--- config.mk ---
export PLATFORM = sky130hd
export DESIGN_NAME = cs_svc_seq
export DESIGN_NICKNAME = d
export VERILOG_FILES = /design/src/rtl/cs_svc_pkg.sv /design/src/rtl/cs_sync.sv /design/src/rtl/cs_parity_chk.sv /design/src/rtl/cs_svc_seq.sv
export SDC_FILE = /design/constraint.sdc
export NUM_CORES = 1
export LEC_CHECK = 0
export BUFFER_PORTS_ARGS = -buffer_cell sky130_fd_sc_hd__buf_2
export CAP_MARGIN = 20
export CORE_ASPECT_RATIO = 1.75
export CORE_MARGIN = 2
export CORE_UTILIZATION = 52
export DETAILED_ROUTE_END_ITERATION = 8
export GPL_ROUTABILITY_DRIVEN = 0
export PLACE_DENSITY = 0.83
export SLEW_MARGIN = 0
export SYNTH_ARGS = -nofsm -noshare
export SYNTH_HDL_FRONTEND = slang
export SYNTH_SLANG_ARGS = --single-unit
--- constraint.sdc ---
create_clock -name clk -period 2.4 [get_ports clk]
set_clock_uncertainty 0.15 [all_clocks]
set_input_delay 0.72 -clock clk [delete_from_list [all_inputs] [get_ports clk]]
set_output_delay 0.72 -clock clk [all_outputs]
set_load 0.01 [all_outputs]
--- src/rtl/cs_svc_pkg.sv ---
// Shared types of the cycle-steal service sequencer.
package cs_svc_pkg;
    typedef enum logic [2:0] {
        ST_IDLE,
        ST_ARMED,
        ST_DRIVE,
        ST_RETURN,
        ST_STROBE_WAIT,
        ST_COMPLETE,
        ST_DUMMY
    } cs_state_t;
endpackage

--- src/rtl/cs_sync.sv ---
// Two-flop synchronizer for W independent asynchronous inputs.
// Assumes each bit is a level that is held for several clocks.
module cs_sync #(
    parameter int W = 1
) (
    input  logic         clk,
    input  logic         rst_n,
    input  logic [W-1:0] d_async,
    output logic [W-1:0] q_sync
);
    logic [W-1:0] meta;

    // Purpose: two-stage resampling into the clock domain.
    always_ff @(posedge clk) begin
        if (!rst_n) begin
            meta   <= '0;
            q_sync <= '0;
        end else begin
            meta   <= d_async;
            q_sync <= meta;
        end
    end
endmodule

--- src/rtl/cs_parity_chk.sv ---
// Per-byte odd parity checker. err[i] is 1 when byte i together with
// its parity bit holds an even number of ones. Assumes DW is a multiple of 8.
module cs_parity_chk #(
    parameter int DW = 16,
    localparam int NB = DW / 8
) (
    input  logic [DW-1:0] data,
    input  logic [NB-1:0] par,
    output logic [NB-1:0] err
);
    for (genvar i = 0; i < NB; i++) begin : g_byte
        // Purpose: odd-parity test of one byte.
        assign err[i] = ~(^{data[8*i +: 8], par[i]});
    end
endmodule

--- src/rtl/cs_svc_seq.sv ---
// Device-side cycle-steal service sequencer.
// Claims the first synchronized service-gate rise after a poll pulse,
// drives the held transfer parameters, answers with gate return, samples
// channel data/status a settle delay after the strobe and ends only when
// gate and strobe are both low. Error on a non-last burst transfer makes
// the next sequence a dummy. Assumes RET_DLY >= 1, SETTLE >= 1, DW >= 16.
module cs_svc_seq #(
    parameter int AW      = 16,
    parameter int DW      = 16,
    parameter int SW      = 4,
    parameter int RET_DLY = 2,
    parameter int SETTLE  = 4
) (
    input  logic            clk,
    input  logic            rst_n,
    input  logic            poll_cap,
    input  logic            svc_gate,
    input  logic            data_strobe,
    input  logic [SW-1:0]   status_in,
    input  logic [DW-1:0]   ch_data,
    input  logic [DW/8-1:0] ch_par,
    input  logic [AW-1:0]   addr_in,
    input  logic [DW-1:0]   wdata_in,
    input  logic            xfer_byte,
    input  logic            xfer_input,
    input  logic            burst_mode,
    input  logic            burst_last,
    output logic [AW-1:0]   addr_bus,
    output logic [DW-1:0]   data_out,
    output logic            cyc_byte,
    output logic            cyc_input,
    output logic            svc_gate_ret,
    output logic [DW-1:0]   rx_data,
    output logic            rx_valid,
    output logic            done,
    output logic            done_err,
    output logic            done_dummy,
    output logic            err_flag,
    output logic [SW-1:0]   stat_acc
);
    import cs_svc_pkg::*;

    localparam int NB   = DW / 8;
    localparam int MAXD = (RET_DLY > SETTLE) ? RET_DLY : SETTLE;
    localparam int CW   = $clog2(MAXD + 1);

    cs_state_t      state;
    logic [CW-1:0]  cnt;
    logic           gate_s, strobe_s, gate_d;
    logic [SW-1:0]  stat_s;
    logic           gate_rise;
    logic [NB-1:0]  perr;

    // Held transfer parameters and shadow capture registers
    logic [AW-1:0]  h_addr;
    logic [DW-1:0]  h_wdata;
    logic           h_byte, h_input, h_burst, h_last;
    logic           drive_on, is_dummy, dummy_pend;
    logic [DW-1:0]  cap_data;
    logic [NB-1:0]  cap_perr;
    logic [SW-1:0]  cap_stat;
    logic           perr_sel, err_now;

    cs_sync #(.W(SW + 2)) u_sync (
        .clk     (clk),
        .rst_n   (rst_n),
        .d_async ({status_in, data_strobe, svc_gate}),
        .q_sync  ({stat_s, strobe_s, gate_s})
    );

    cs_parity_chk #(.DW(DW)) u_par (
        .data (ch_data),
        .par  (ch_par),
        .err  (perr)
    );

    // Purpose: delayed gate copy for leading-edge detection.
    always_ff @(posedge clk) begin
        if (!rst_n) gate_d <= 1'b0;
        else        gate_d <= gate_s;
    end

    assign gate_rise = gate_s & ~gate_d;

    // Purpose: error verdict of the captured transfer.
    always_comb begin
        perr_sel = h_byte ? cap_perr[0] : |cap_perr;
        err_now  = ~is_dummy & ((|cap_stat) | (~h_input & perr_sel));
    end

    // Purpose: device-side outputs driven from held parameters.
    always_comb begin
        addr_bus  = drive_on ? h_addr : '0;
        cyc_byte  = drive_on & h_byte;
        cyc_input = drive_on & h_input;
        data_out  = (drive_on & h_input) ? h_wdata : '0;
    end

    // Purpose: service-sequence state machine with capture and commit.
    always_ff @(posedge clk) begin
        if (!rst_n) begin
            state        <= ST_IDLE;
            cnt          <= '0;
            h_addr       <= '0;
            h_wdata      <= '0;
            h_byte       <= 1'b0;
            h_input      <= 1'b0;
            h_burst      <= 1'b0;
            h_last       <= 1'b0;
            drive_on     <= 1'b0;
            is_dummy     <= 1'b0;
            dummy_pend   <= 1'b0;
            cap_data     <= '0;
            cap_perr     <= '0;
            cap_stat     <= '0;
            svc_gate_ret <= 1'b0;
            rx_data      <= '0;
            rx_valid     <= 1'b0;
            done         <= 1'b0;
            done_err     <= 1'b0;
            done_dummy   <= 1'b0;
            err_flag     <= 1'b0;
            stat_acc     <= '0;
        end else begin
            rx_valid   <= 1'b0;
            done       <= 1'b0;
            done_err   <= 1'b0;
            done_dummy <= 1'b0;
            case (state)
                ST_IDLE: begin
                    if (poll_cap) state <= dummy_pend ? ST_DUMMY : ST_ARMED;
                end
                ST_ARMED, ST_DUMMY: begin
                    if (gate_rise) begin
                        state    <= ST_DRIVE;
                        cnt      <= CW'(RET_DLY - 1);
                        drive_on <= 1'b1;
                        is_dummy <= (state == ST_DUMMY);
                        if (state == ST_ARMED) begin
                            h_addr  <= addr_in;
                            h_wdata <= wdata_in;
                            h_byte  <= xfer_byte;
                            h_input <= xfer_input;
                            h_burst <= burst_mode;
                            h_last  <= burst_last;
                        end
                    end
                end
                ST_DRIVE: begin
                    if (cnt == '0) begin
                        state        <= ST_RETURN;
                        svc_gate_ret <= 1'b1;
                    end else begin
                        cnt <= cnt - 1'b1;
                    end
                end
                ST_RETURN: begin
                    if (strobe_s) begin
                        state <= ST_STROBE_WAIT;
                        cnt   <= CW'(SETTLE - 1);
                    end
                end
                ST_STROBE_WAIT: begin
                    if (cnt == '0) begin
                        state    <= ST_COMPLETE;
                        cap_data <= ch_data;
                        cap_perr <= perr;
                        cap_stat <= stat_s;
                    end else begin
                        cnt <= cnt - 1'b1;
                    end
                end
                ST_COMPLETE: begin
                    if (!gate_s && !strobe_s) begin
                        state        <= ST_IDLE;
                        svc_gate_ret <= 1'b0;
                        drive_on     <= 1'b0;
                        done         <= 1'b1;
                        done_err     <= err_now;
                        done_dummy   <= is_dummy;
                        dummy_pend   <= err_now & h_burst & ~h_last;
                        if (!is_dummy) stat_acc <= stat_acc | cap_stat;
                        if (err_now)   err_flag <= 1'b1;
                        if (!err_now && !h_input && !is_dummy) begin
                            rx_valid <= 1'b1;
                            rx_data  <= h_byte ? {{(DW-8){1'b0}}, cap_data[7:0]}
                                               : cap_data;
                        end
                    end
                end
                default: state <= ST_IDLE;
            endcase
        end
    end
endmodule

# Word-level counts from Yosys, hierarchy flattened
# Index checks and enable logic that the tools add are counted.
[totals] latch_bits=0 mem_count=0 output_inout_bits=60 mem_bits_rw=0 rom_bits=0 regBits=106
[op_classes] add_sub_neg=1 n_shift=0 magnitude_cmp=0 div_mod_pow=0 mux=23 eq_ne=13 reduce_logical=32 mul=0 bitwise=15
[ops] operator="16-bit two-way mux" count=3
[ops] operator="3-bit two-way mux" count=10
[ops] operator="3-bit AND reduction" count=7
[ops] operator="3-bit one-hot mux with 6 select lines" count=1
[ops] operator="9-bit XOR reduction" count=2
[ops] operator="2-bit inequality test, second input constant" count=6
[ops] operator="3-bit equality test, second input constant" count=3
[ops] operator="3-bit one-hot mux with 3 select lines" count=1
[ops] operator="2-bit AND reduction" count=4
[ops] operator="1-bit AND" count=7
[ops] operator="3-bit by 2-bit equality test with 1-bit output, second input constant" count=2
[ops] operator="3-bit logical NOT" count=2
[ops] operator="1-bit two-way mux" count=6
[ops] operator="1-bit NOT" count=6
[ops] operator="6-bit AND reduction" count=1
[ops] operator="2-bit OR reduction" count=3
[ops] operator="1-bit logical NOT" count=5
[ops] operator="4-bit bitwise OR" count=1
[ops] operator="1-bit one-hot mux with 2 select lines" count=2
[ops] operator="4-bit AND reduction" count=1
[ops] operator="2-bit nonzero test" count=2
[ops] operator="4-bit OR reduction" count=1
[ops] operator="3-bit by 1-bit equality test with 1-bit output, second input constant" count=1
[ops] operator="1-bit logical AND" count=3
[ops] operator="4 further kinds" count=4

# Longest topological paths before layout
# Gate-level depths: netlist of the first run.
[depth] word_depth=9 mapped_depth=8 depth_no_buf=7

# Modules after synthesis
# From an unflattened synthesis of the first run, not the netlist that was laid out.
[hier_totals] hier_cells=517 hier_area_um2=4320.4
[by_module_without_submodules] module="cs_svc_seq" area_each_um2=3833.7 seq_area_each_um2=1881.8 instances=1 cells_each=478
[by_module_without_submodules] module="cs_sync" area_each_um2=336.6 seq_area_each_um2=240.2 instances=1 cells_each=25
[by_module_without_submodules] module="cs_parity_chk" area_each_um2=150.1 seq_area_each_um2=0.0 instances=1 cells_each=14

# Worst setup path after synthesis of the first run
# Ideal clock, no wire load.
[synth_timing] path_kind="reg-to-reg" from="register u_sync.q_sync[0]" to="register state[0]" stages_incl_launch_ff=6 path_slack_ps=503 required_ps=2183 period_less_slack_ps=1897 arrival_ps=1680 path_buffers=0 cell_sequence="dfxtp_1 -> or3b_4 -> a32oi_2 -> o311ai_2 -> a2111o_1 -> a21oi_2"
[synth_between] elab_chain_cells=4 word_cells_on_any_way=6 classes_between="eq/ne (2); bitwise (1); reduce/logical (3)"
[synth_rtl] item="start: declaration" line_no="cs_sync.sv:9" text="output logic [W-1:0] q_sync"
[synth_rtl] item="start signal: assignment" line_no="cs_sync.sv:20" text="q_sync <= meta;"
[synth_rtl] item="1-bit logical NOT" line_no="cs_svc_seq.sv:174" text="if (!gate_s && !strobe_s) begin"
[synth_rtl] item="1-bit logical AND" line_no="cs_svc_seq.sv:174"
[synth_rtl] item="2-bit inequality test (no line)"
[synth_rtl] item="6-bit AND reduction (no line) *"
[synth_rtl] item="end signal: assignment" line_no="cs_svc_seq.sv:131" text="if (poll_cap) state <= dummy_pend ? ST_DUMMY : ST_ARMED;"
[synth_rtl] item="end: declaration" line_no="cs_svc_seq.sv:47" text="cs_state_t state;"
# Mark *: on every way between the ends. The rest lies on a longest branch, timed or not.
# A chain may end at the register's enable or synchronous reset.

# Worst setup path in the final report of the first run
[layout_timing] from="register h_input" to="output data_out[14]"
[layout_between] elab_chain_cells=2
[layout_rtl] item="start: declaration" line_no="cs_svc_seq.sv:57" text="logic h_byte, h_input, h_burst, h_last;"
[layout_rtl] item="start signal: assignment" line_no="cs_svc_seq.sv:143" text="h_input <= xfer_input;"
[layout_rtl] item="1-bit AND" line_no="cs_svc_seq.sv:96" text="data_out = (drive_on & h_input) ? h_wdata : '0;"
[layout_rtl] item="16-bit two-way mux" line_no="cs_svc_seq.sv:96"
[layout_rtl] item="end: declaration" line_no="cs_svc_seq.sv:29" text="output logic [DW-1:0] data_out,"
# No other way between the ends.

==> flow_metrics.py, run 1 <==
metrics = {
    "yosys": {
        "synth.largest_area_cell": "dfxtp_1",
        "mappedNetlistArea_um2": 4290,
        "ys_warn_count": 0,
        "ys_seq_area_share_pct": 49.5,
        "ys_async_sr_fraction_pct": 0,
        "synth_edf_count": 0,
        "ys_ff_latch": 106,
        "synthCells": 507,
        "synth.avg_cell_area_um2": 8.46,
        "synth_ff_type": "dfxtp_1",
        "synth_fp_nets": 572,
        "synth_top_cell_area_share_pct": 49.5,
        "netlist_top_cells_area": "dfxtp_1, nand2_1, a21oi_1, and2_1, and3_1",
        "synth_cell_type_count": 51,
    },
    "setup_path": {
        "crit_path_end_kind": "output pin",
        "arrival_ns": 1.43,
        "reg2reg_from": "cnt[0]",
        "cp_cell_sequence": "and3_1 > buf_2",
        "slowest_stage": "dfxtp_1",
        "r2r_setup_slack_ns": 0.26,
        "slowest_delay_ns": 0.69,
        "reg2reg_to": "state[2]",
        "startpoint": "h_input",
        "critPathRequiredTime_ns": 1.53,
        "worstSetupStartpointType": "flop",
        "worstSetupPathType": "flop to output pin",
        "reg2reg_depth": 7,
        "worstPathMaxFanout": 20,
    },
    "timing": {
        "setup-tns-final_ns": 0,
        "grt_setup_unrepaired": "no",
        "slew_headroom_pct": 54.4,
        "fmax_ghz": 0.435,
        "slew_viol_final": 0,
        "min_period_ns": 2.30,
        "whs_ns": 0.280,
        "max_slew.worst_pin.slew_ns": 0.684,
        "period_share_pct": 95.7,
        "finalSetupViolCount": 0,
        "setup_ws_ns": 0.103,
        "hold_violations": 0,
    },
    "status": {
        "status": "complete, no violations",
    },
    "detailed_routing": {
        "vias": 3797,
        "first_pass_iters": 4,
        "ant_nets": 0,
        "drc_errors": 0,
        "drtIter0Drc": 200,
        "wl_per_cell_um": 13.4,
        "drt-total-wl_mm": 9.57,
        "vias_per_cell": 5.33,
    },
    "finish": {
        "area_growth_pct": 23.0,
        "antenna_cells": 0,
        "nNetsFinal": 682,
        "utilization_pct": 66.2,
        "drive_above_1_share_pct": 27.2,
    },
    "cts": {
        "worstSkewPairLatency_ns": 0.34,
        "numCtsBuffers": 9,
        "cts_hold_buf": 0,
        "max-clock-path-buffers": 2,
        "clkSinkCount": 106,
        "postCtsSetupBuffers": 0,
        "cts-root-buf": "clkbuf_16",
        "h-tree-depth": 3,
        "clk_pin_slew_worst_paths_ns": 0.07,
        "cts_tree": "yes",
    },
    "power": {
        "p_leak_nw": 2.34,
        "power_density_nw_per_um2": 760,
        "power_mw": 4.01,
        "vdd_drop_max_uv": 605,
    },
    "grt": {
        "grt_start_max_net_pins": 59,
        "grt.total_usage_pct": 22.1,
        "grt_pass1_vias": 3731,
        "antenna_found_initial": 0,
        "overflow": 0,
        "grt_first_pass_wirelength_mm": 15.7,
    },
    "die": {
        "die_w_um": 72.7,
        "start_util_pct": 53.9,
        "std_cell_rows": 43,
        "pin_count": 123,
        "die_area_um2": 9020,
        "die_height_um": 124,
        "core_um2": 7960,
    },
    "worst_hold_path": {
        "hold_start": "u_sync.meta[2]",
        "min_to": "u_sync.q_sync[2]",
        "hold_class": "flop to flop",
        "holdPathStages": 1,
    },
    "place": {
        "port_buffers": 122,
        "dpl_worst_slack_ns": 0.183,
        "dp_hpwl_mm": 7.02,
    },
    "flow_run": {
        "cap_violations": 0,
    },
}
==> worst max-delay path: cells and delay by family (launching register included) <==
kind | cells | cell delay, ns
simple gates | 1 | 0.26
flops | 1 | 0.69
buf+inv | 1 | 0.13
==> timing repair <==
action                                 4_1_cts  5_1_grt
resized for setup                            0        1
endpoints found under the hold margin        0        0
setup endpoints to repair                    0        1
==> registers in the layout (all words and copies together) (netlist names), 2 cells and up <==
name           flops
cap_perr           2
u_sync.meta        6
cnt                3
cap_stat           4
h_addr            16
state              3
cap_data          16
stat_acc           4
rx_data           16
h_wdata           16
u_sync.q_sync      6
==> synth_stat cells (2+ instances only) <==
library cell,count
xnor2_1,12
a211oi_1,3
or3b_1,2
buf_2,7
mux2i_1,8
a31oi_1,5
dfxtp_1,106
nor2b_1,5
and2_1,31
nand2_1,124
o221ai_1,2
nor3_1,4
nand2b_1,4
or3b_2,6
a21oi_1,74
and3_1,18
ha_1,2
nor2_1,22
inv_1,6
xor2_1,5
o31ai_1,2
o21ai_0,3
clkbuf_1,28
==> per-stage QoR <==
| step | instance area, um2 | cells |
|---|---|---|
| floorplan | 4290 | 507 |
| global placement | 4980 | 696 |
| detailed placement | 4980 | 696 |
| CTS | 5260 | 712 |
| global route | 5270 | 712 |
| finish | 5270 | 712 |
==> how the worst max path moves through the flow <==
stage	slack, ns	endpoint	depth (start not counted)
3_5_place_dp	0.18	state[2]	7
2_1_floorplan	0.50	state[0]	5
4_1_cts	0.10	data_out[13]	2
5_1_grt	0.02	data_out[14]	2
3_3_place_gp	0.36	rx_data[15]	5
6_report	0.10	data_out[14]	2
==> cell families (layout without fill, tap and decap cells) <==
group / Yosys count / count (layout) / synth area share, %
buffers and inverters: 43 / 158 / 4.05
XOR/XNOR: 17 / 17 / 3.47
AO/OA/AOI/OAI: 104 / 104 / 14.5
AND/OR/NAND/NOR: 227 / 227 / 26.0
multiplexers: 8 / 8 / 1.87
adder cells (fa/ha/maj): 2 / 2 / 0.583
flip-flops: 106 / 106 / 49.5
==> routing by layer <==
metal  GRT usage, %  wire (um)  vias up
met5              0          0        -
met4           14.2        346        0
met3           5.02        540       26
met2           38.8       4990      116
met1           23.1       3680     1752
li1               -          -     1903
==> cell usage in the layout (no fill, tap or decap), drive strengths merged, types with 2 or more instances in the layout <==
cell,synthesis,layout
and3,18,18
nor3,4,4
or3b,9,9
clkbuf,28,9
dfxtp,106,106
nand2,124,124
buf,9,136
o21ai,3,3
o221ai,2,2
a21oi,75,75
clkinv,0,2
a32oi,2,2
a211oi,3,3
inv,6,7
nand2b,4,4
o31ai,2,2
xor2,5,5
and2,32,32
nor4,2,2
clkinvlp,0,4
a31oi,5,5
nor2,22,22
ha,2,2
xnor2,12,12
mux2i,8,8
nor2b,5,5
==> area by class of cell <==
type	count	area (um2)
Sequential cell	106	2120
Multi-Input combinational cell	358	2010
Tap cell	90	113
Timing Repair Buffer	136	728
Inverter	6	22.5
Clock buffer	9	225
Clock inverter	7	55.1
Fill cell	650	2690
==> power breakdown <==
group | internal [mW] | switching [mW] | leakage (nW) | total (mW)
sequential | 1.84 | 0.0410 | 0.858 | 1.88
clock | 0.710 | 0.653 | 0.126 | 1.36
combinational | 0.307 | 0.460 | 1.36 | 0.767
total | 2.86 | 1.15 | 2.34 | 4.01
Power figures use the tool's default switching activity.
==> run 2, diff against run 1 <==
--- a/config.mk
+++ b/config.mk
@@ -13,6 +13,7 @@
 export DETAILED_ROUTE_END_ITERATION = 8
 export GPL_ROUTABILITY_DRIVEN = 0
 export PLACE_DENSITY = 0.83
+export REMOVE_ABC_BUFFERS = 1
 export SLEW_MARGIN = 0
 export SYNTH_ARGS = -nofsm -noshare
 export SYNTH_HDL_FRONTEND = slang
==> run 2 against run 1 <==
- worst setup slack better by 0.061 ns
- routed wire length up 1.7%
- critical path depth up 1
- clock power up 16%
- total power up 6.3%
- die area unchanged
- via count down 0.90%
- first-iteration DRC count up 36%
- sequential share of layout area down 0.50 points
- largest cell class unchanged
==> flow_metrics.py, run 2 (synthesis gave the netlist of run 1 again) <==
metrics = {
    "status": {
        "status": "complete, no violations",
    },
    "detailed_routing": {
        "vias": 3763,
        "wl_per_cell_um": 13.7,
        "drtIter0Drc": 272,
        "drc_errors": 0,
        "drt-total-wl_mm": 9.73,
        "vias_per_cell": 5.30,
        "ant_nets": 0,
        "first_pass_iters": 4,
    },
    "die": {
        "die_area_um2": 9020,
        "pin_count": 123,
        "std_cell_rows": 43,
        "die_w_um": 72.7,
        "core_um2": 7960,
        "die_height_um": 124,
        "start_util_pct": 53.9,
    },
    "cts": {
        "cts-root-buf": "clkbuf_16",
        "cts_tree": "yes",
        "postCtsSetupBuffers": 0,
        "max-clock-path-buffers": 2,
        "clkSinkCount": 106,
        "worstSkewPairLatency_ns": 0.34,
        "clk_pin_slew_worst_paths_ns": 0.07,
        "h-tree-depth": 3,
        "numCtsBuffers": 9,
    },
    "grt": {
        "grt_first_pass_wirelength_mm": 15.6,
        "grt_pass1_vias": 3539,
        "antenna_found_initial": 0,
        "grt_start_max_net_pins": 48,
        "grt.total_usage_pct": 21.9,
        "overflow": 0,
    },
    "finish": {
        "fillerInstances": 643,
        "area_growth_pct": 24.6,
        "fin_cells": 710,
        "nNetsFinal": 680,
        "final_common_cell": "nand2_1",
        "drive_above_1_share_pct": 26.9,
        "multi_input_area_um2": 2010,
        "seq_area_um2": 2120,
        "fin_area_um2": 5340,
        "antenna_cells": 0,
        "final_cell_mix": "nand2_1, buf_2, dfxtp_1, a21oi_1, and2_1",
    },
    "flow_run": {
        "cap_violations": 0,
    },
    "place": {
        "dp_hpwl_mm": 6.91,
        "placed_area_um2": 5010,
        "port_buffers": 122,
        "dp_cells": 694,
    },
    "setup_path": {
        "reg2reg_from": "cnt[0]",
        "crit_path_end_kind": "output pin",
        "arrival_ns": 1.37,
        "worstSetupPathType": "flop to output pin",
        "worstPathMaxFanout": 29,
        "worstSetupStartpointType": "flop",
        "critPathRequiredTime_ns": 1.53,
        "startpoint": "drive_on",
    },
    "power": {
        "p_int_mw": 3.10,
        "power_density_nw_per_um2": 798,
        "seqPwrFrac_pct": 44.6,
        "switching_share_pct": 27.3,
        "p_leak_nw": 2.38,
        "combinationalPowerShare_pct": 18.2,
        "vdd_drop_max_uv": 509,
        "power_switching_mw": 1.16,
        "p_clk_share_pct": 37.1,
    },
    "timing": {
        "whs_ns": 0.288,
        "min_period_ns": 2.24,
        "grt_setup_unrepaired": "no",
        "max_slew.worst_pin.slew_ns": 0.686,
        "slew_viol_final": 0,
        "fmax_ghz": 0.447,
        "slew_headroom_pct": 54.3,
        "hold_violations": 0,
        "finalSetupViolCount": 0,
        "period_share_pct": 93.2,
    },
    "worst_hold_path": {
        "hold_start": "u_sync.q_sync[4]",
        "hold_class": "flop to flop",
    },
}
-- run 2: cell count changes in the layout (fill, tap and decap cells not counted) --
cell	previous run	this run
dfxtp_1	106	105
dfxtp_2	0	1
buf_12	1	4
clkbuf_1	0	1
buf_4	13	8
inv_6	0	2
clkinv_2	1	0
clkinvlp_4	4	0
bufinv_16	0	2
-- run 2: final timing paths --
kind | to | slack (ns) | cells past startpoint
worst min-delay path | cap_stat[2] | 0.29 | 2
worst max register to register | state[2] | 0.26 | 7
worst min register to register | cap_stat[2] | 0.29 | 2
worst max-delay path | data_out[10] | 0.16 | 3
-- run 2: power by group through the flow --
stage	sequential [mW]	clock (mW)	combinational (mW)
floorplan	2.00	0	0.404
global placement	1.94	0	0.726
detailed placement	1.94	0	0.753
CTS	1.90	1.62	0.758
global route	1.91	1.68	0.856
finish	1.90	1.58	0.777
-- run 2: timing repair --
| item | CTS | global route |
|---|---|---|
| gates resized for setup | 0 | 2 |
| endpoints found under the setup margin | 0 | 2 |
| hold buffers | 0 | 0 |
| endpoints found under the hold margin | 0 | 0 |
-- run 2: final cells by class --
type	instances	share of cell area (%)
multi-input cells	358	37.6
well taps	90	2.11
clock buffers	10	4.28
flip-flops and latches	106	39.7
clock inverters	6	1.83
inverters	6	0.421
repair buffers	134	14.0
-- run 2: stage by stage --
stage / setup WS (ns) / power, mW / setup TNS, ns / util (%)
2_1_floorplan: -0.141 / 2.41 / -1.91 / -
3_3_place_gp: 0.377 / 2.66 / 0 / 62.9
3_5_place_dp: 0.232 / 2.70 / 0 / 62.9
4_1_cts: 0.0990 / 4.28 / 0 / 67.0
5_1_grt: 0.0139 / 4.45 / 0 / 67.1
6_report: 0.164 / 4.26 / 0 / 67.1
-- run 2: routing by layer --
layer / global-route usage [%] / part of all wire (%) / vias to the layer above
li1: - / - / 1901
met1: 23.9 / 38 / 1723
met2: 39.2 / 55 / 119
met3: 3.96 / 5.0 / 20
met4: 11.9 / 2.4 / 0
met5: 0 / 0 / -
-- run 2: critical path, cell delays in order (launching register included) --
cell	delay (ns)
dfxtp_1	0.50
buf_12	0.20
and3_1	0.18
buf_2	0.13
==> run 3, diff against run 2 <==
--- a/config.mk
+++ b/config.mk
@@ -5,14 +5,14 @@
 export SDC_FILE = /design/constraint.sdc
 export NUM_CORES = 1
 export LEC_CHECK = 0
-export BUFFER_PORTS_ARGS = -buffer_cell sky130_fd_sc_hd__buf_2
+export BUFFER_PORTS_ARGS = -buffer_cell sky130_fd_sc_hd__clkbuf_2
 export CAP_MARGIN = 20
 export CORE_ASPECT_RATIO = 1.75
-export CORE_MARGIN = 2
-export CORE_UTILIZATION = 52
+export CORE_MARGIN = 5
+export CORE_UTILIZATION = 47
 export DETAILED_ROUTE_END_ITERATION = 8
 export GPL_ROUTABILITY_DRIVEN = 0
-export PLACE_DENSITY = 0.83
+export PLACE_DENSITY = 0.79
 export REMOVE_ABC_BUFFERS = 1
 export SLEW_MARGIN = 0
 export SYNTH_ARGS = -nofsm -noshare
==> constraint.sdc (replaced) <==
create_clock -name clk -period 2 [get_ports clk]
set_clock_uncertainty 0.15 [all_clocks]
set_input_delay 0.6 -clock clk [delete_from_list [all_inputs] [get_ports clk]]
set_output_delay 0.6 -clock clk [all_outputs]
set_load 0.01 [all_outputs]
==> run 3 against run 2 <==
- final cell count increased by 6.1%
- clock power increased by 6%
- final area increased by 4.0%
- global-route usage decreased by 3.3 points
- non-clock buffer count increased by 13
- sequential cell count unchanged
- register-to-register slack got worse by 0.23 ns
- worst setup slack got worse by 0.13 ns
- routed wire length increased by 8.8%
- largest power group unchanged
==> flow_metrics.py, run 3 (synthesis gave the netlist of run 1 again) <==
metrics = {
    "status": {
        "status": "complete, no violations",
    },
    "cts": {
        "cts-root-buf": "clkbuf_16",
        "h-tree-depth": 3,
        "clkSinkCount": 106,
        "clk_pin_slew_worst_paths_ns": 0.07,
        "max-clock-path-buffers": 2,
        "cts_tree": "yes",
        "worstSkewPairLatency_ns": 0.35,
        "numCtsBuffers": 9,
    },
    "timing": {
        "fmax_ghz": 0.508,
        "min_period_ns": 1.97,
        "slew_viol_final": 0,
        "hold_violations": 0,
        "grt_setup_unrepaired": "yes",
        "period_share_pct": 98.5,
        "slew_headroom_pct": 65.2,
        "max_slew.worst_pin.slew_ns": 0.521,
        "setup_ws_ns": 0.0300,
        "finalSetupViolCount": 0,
        "whs_ns": 0.284,
    },
    "setup_path": {
        "slowest_delay_ns": 0.37,
        "worstPathMaxFanout": 21,
        "slowest_stage": "a2111oi_1",
        "worstSetupStartpointType": "flop",
        "r2r_setup_slack_ns": 0.03,
        "arrival_ns": 2.05,
        "cp_cell_sequence": "buf_6 > nand2_1 > a32oi_4 > o311ai_4 > buf_4 > a2111oi_1",
        "critPathRequiredTime_ns": 2.08,
        "critPathTopFamily": "compound AO/OA/AOI/OAI gates",
        "crit_path_end_kind": "flop",
        "cp_num_buf_inv": 2,
        "worstSetupPathType": "flop to flop",
    },
    "finish": {
        "fillerInstances": 795,
        "nNetsFinal": 693,
        "area_growth_pct": 29.5,
        "final_common_cell": "nand2_1",
        "final_cell_mix": "nand2_1, clkbuf_2, dfxtp_1, a21oi_1, and2_1",
        "antenna_cells": 0,
        "fin_area_um2": 5560,
        "utilization_pct": 61.9,
        "drive_above_1_share_pct": 29.7,
    },
    "die": {
        "std_cell_rows": 46,
        "die_area_um2": 11200,
        "die_height_um": 136,
        "start_util_pct": 47.8,
        "pin_count": 123,
        "die_w_um": 82.2,
        "core_um2": 8980,
    },
    "detailed_routing": {
        "drt-total-wl_mm": 10.6,
        "wl_per_cell_um": 14.1,
        "drtIter0Drc": 179,
        "vias_per_cell": 5.09,
        "first_pass_iters": 4,
        "ant_nets": 0,
        "drc_errors": 0,
        "vias": 3830,
    },
    "worst_hold_path": {
        "hold_class": "flop to flop",
    },
    "place": {
        "placed_area_um2": 5140,
        "dp_hpwl_mm": 7.36,
        "port_buffers": 122,
        "dpl_worst_slack_ns": 0.0246,
    },
    "power": {
        "p_int_mw": 3.69,
        "switching_share_pct": 28.6,
        "power_density_nw_per_um2": 929,
        "p_clk_share_pct": 32.3,
        "combinationalPowerShare_pct": 23.2,
        "power_switching_mw": 1.47,
        "vdd_drop_max_uv": 637,
        "p_leak_nw": 2.40,
        "seqPwrFrac_pct": 44.5,
    },
    "grt": {
        "antenna_found_initial": 0,
        "grt.total_usage_pct": 18.6,
        "grt_start_max_net_pins": 37,
        "grt_pass1_vias": 3571,
        "overflow": 0,
        "grt_first_pass_wirelength_mm": 16.0,
    },
    "flow_run": {
        "cap_violations": 0,
    },
}
[run 3: final timing paths]
path | start | end | depth (start not counted)
max | state[1] | state[2] | 6
max reg2reg | state[1] | state[2] | 6
min reg2reg | u_sync.meta[5] | u_sync.q_sync[5] | 1
min | u_sync.meta[5] | u_sync.q_sync[5] | 1
[run 3: area by class of cell]
class                      count  area [um2]  share of cell area [%]
timing repair buffer         147         920                    16.6
tap                          120         150                    2.70
clock inverter                 4        35.0                   0.631
multi-input combinational    358        2050                    36.9
clock buffer                  12         246                    4.44
sequential                   106        2130                    38.4
inverter                       6        22.5                   0.405
[run 3: through the flow]
stage | std cells | TNS [ns] | power (mW)
after floorplan | 470 | -28.75 | 2.89
after global placement | 733 | 0 | 3.25
after detailed placement | 733 | 0 | 3.29
after CTS | 751 | 0 | 5.03
after global routing | 753 | -0.144 | 5.38
final | 753 | 0 | 5.16
[run 3: timing repair]
item / 4_1_cts / 5_1_grt
hold buffers: 0 / 0
endpoints found under the setup margin: 22 / 32
buffers inserted: 2 / 0
pin swaps: 3 / 0
gates resized for setup: 9 / 9
cloned: 0 / 2
[run 3: metal layers]
metal | wire length, um | share of wire, % | vias to the layer above | track usage (%)
li1 | - | - | 1929 | -
met1 | 4070 | 38 | 1773 | 20.5
met2 | 5670 | 54 | 106 | 32.6
met3 | 522 | 4.9 | 22 | 3.98
met4 | 321 | 3.0 | 0 | 9.24
met5 | 0 | 0 | - | 0
[run 3: power groups by stage]
stage	registers [mW]	logic, mW	clock network [mW]
floorplan	2.40	0.485	0
detailed placement	2.32	0.971	0
global placement	2.31	0.936	0
global route	2.31	1.30	1.77
CTS	2.27	1.06	1.70
finish	2.30	1.20	1.67
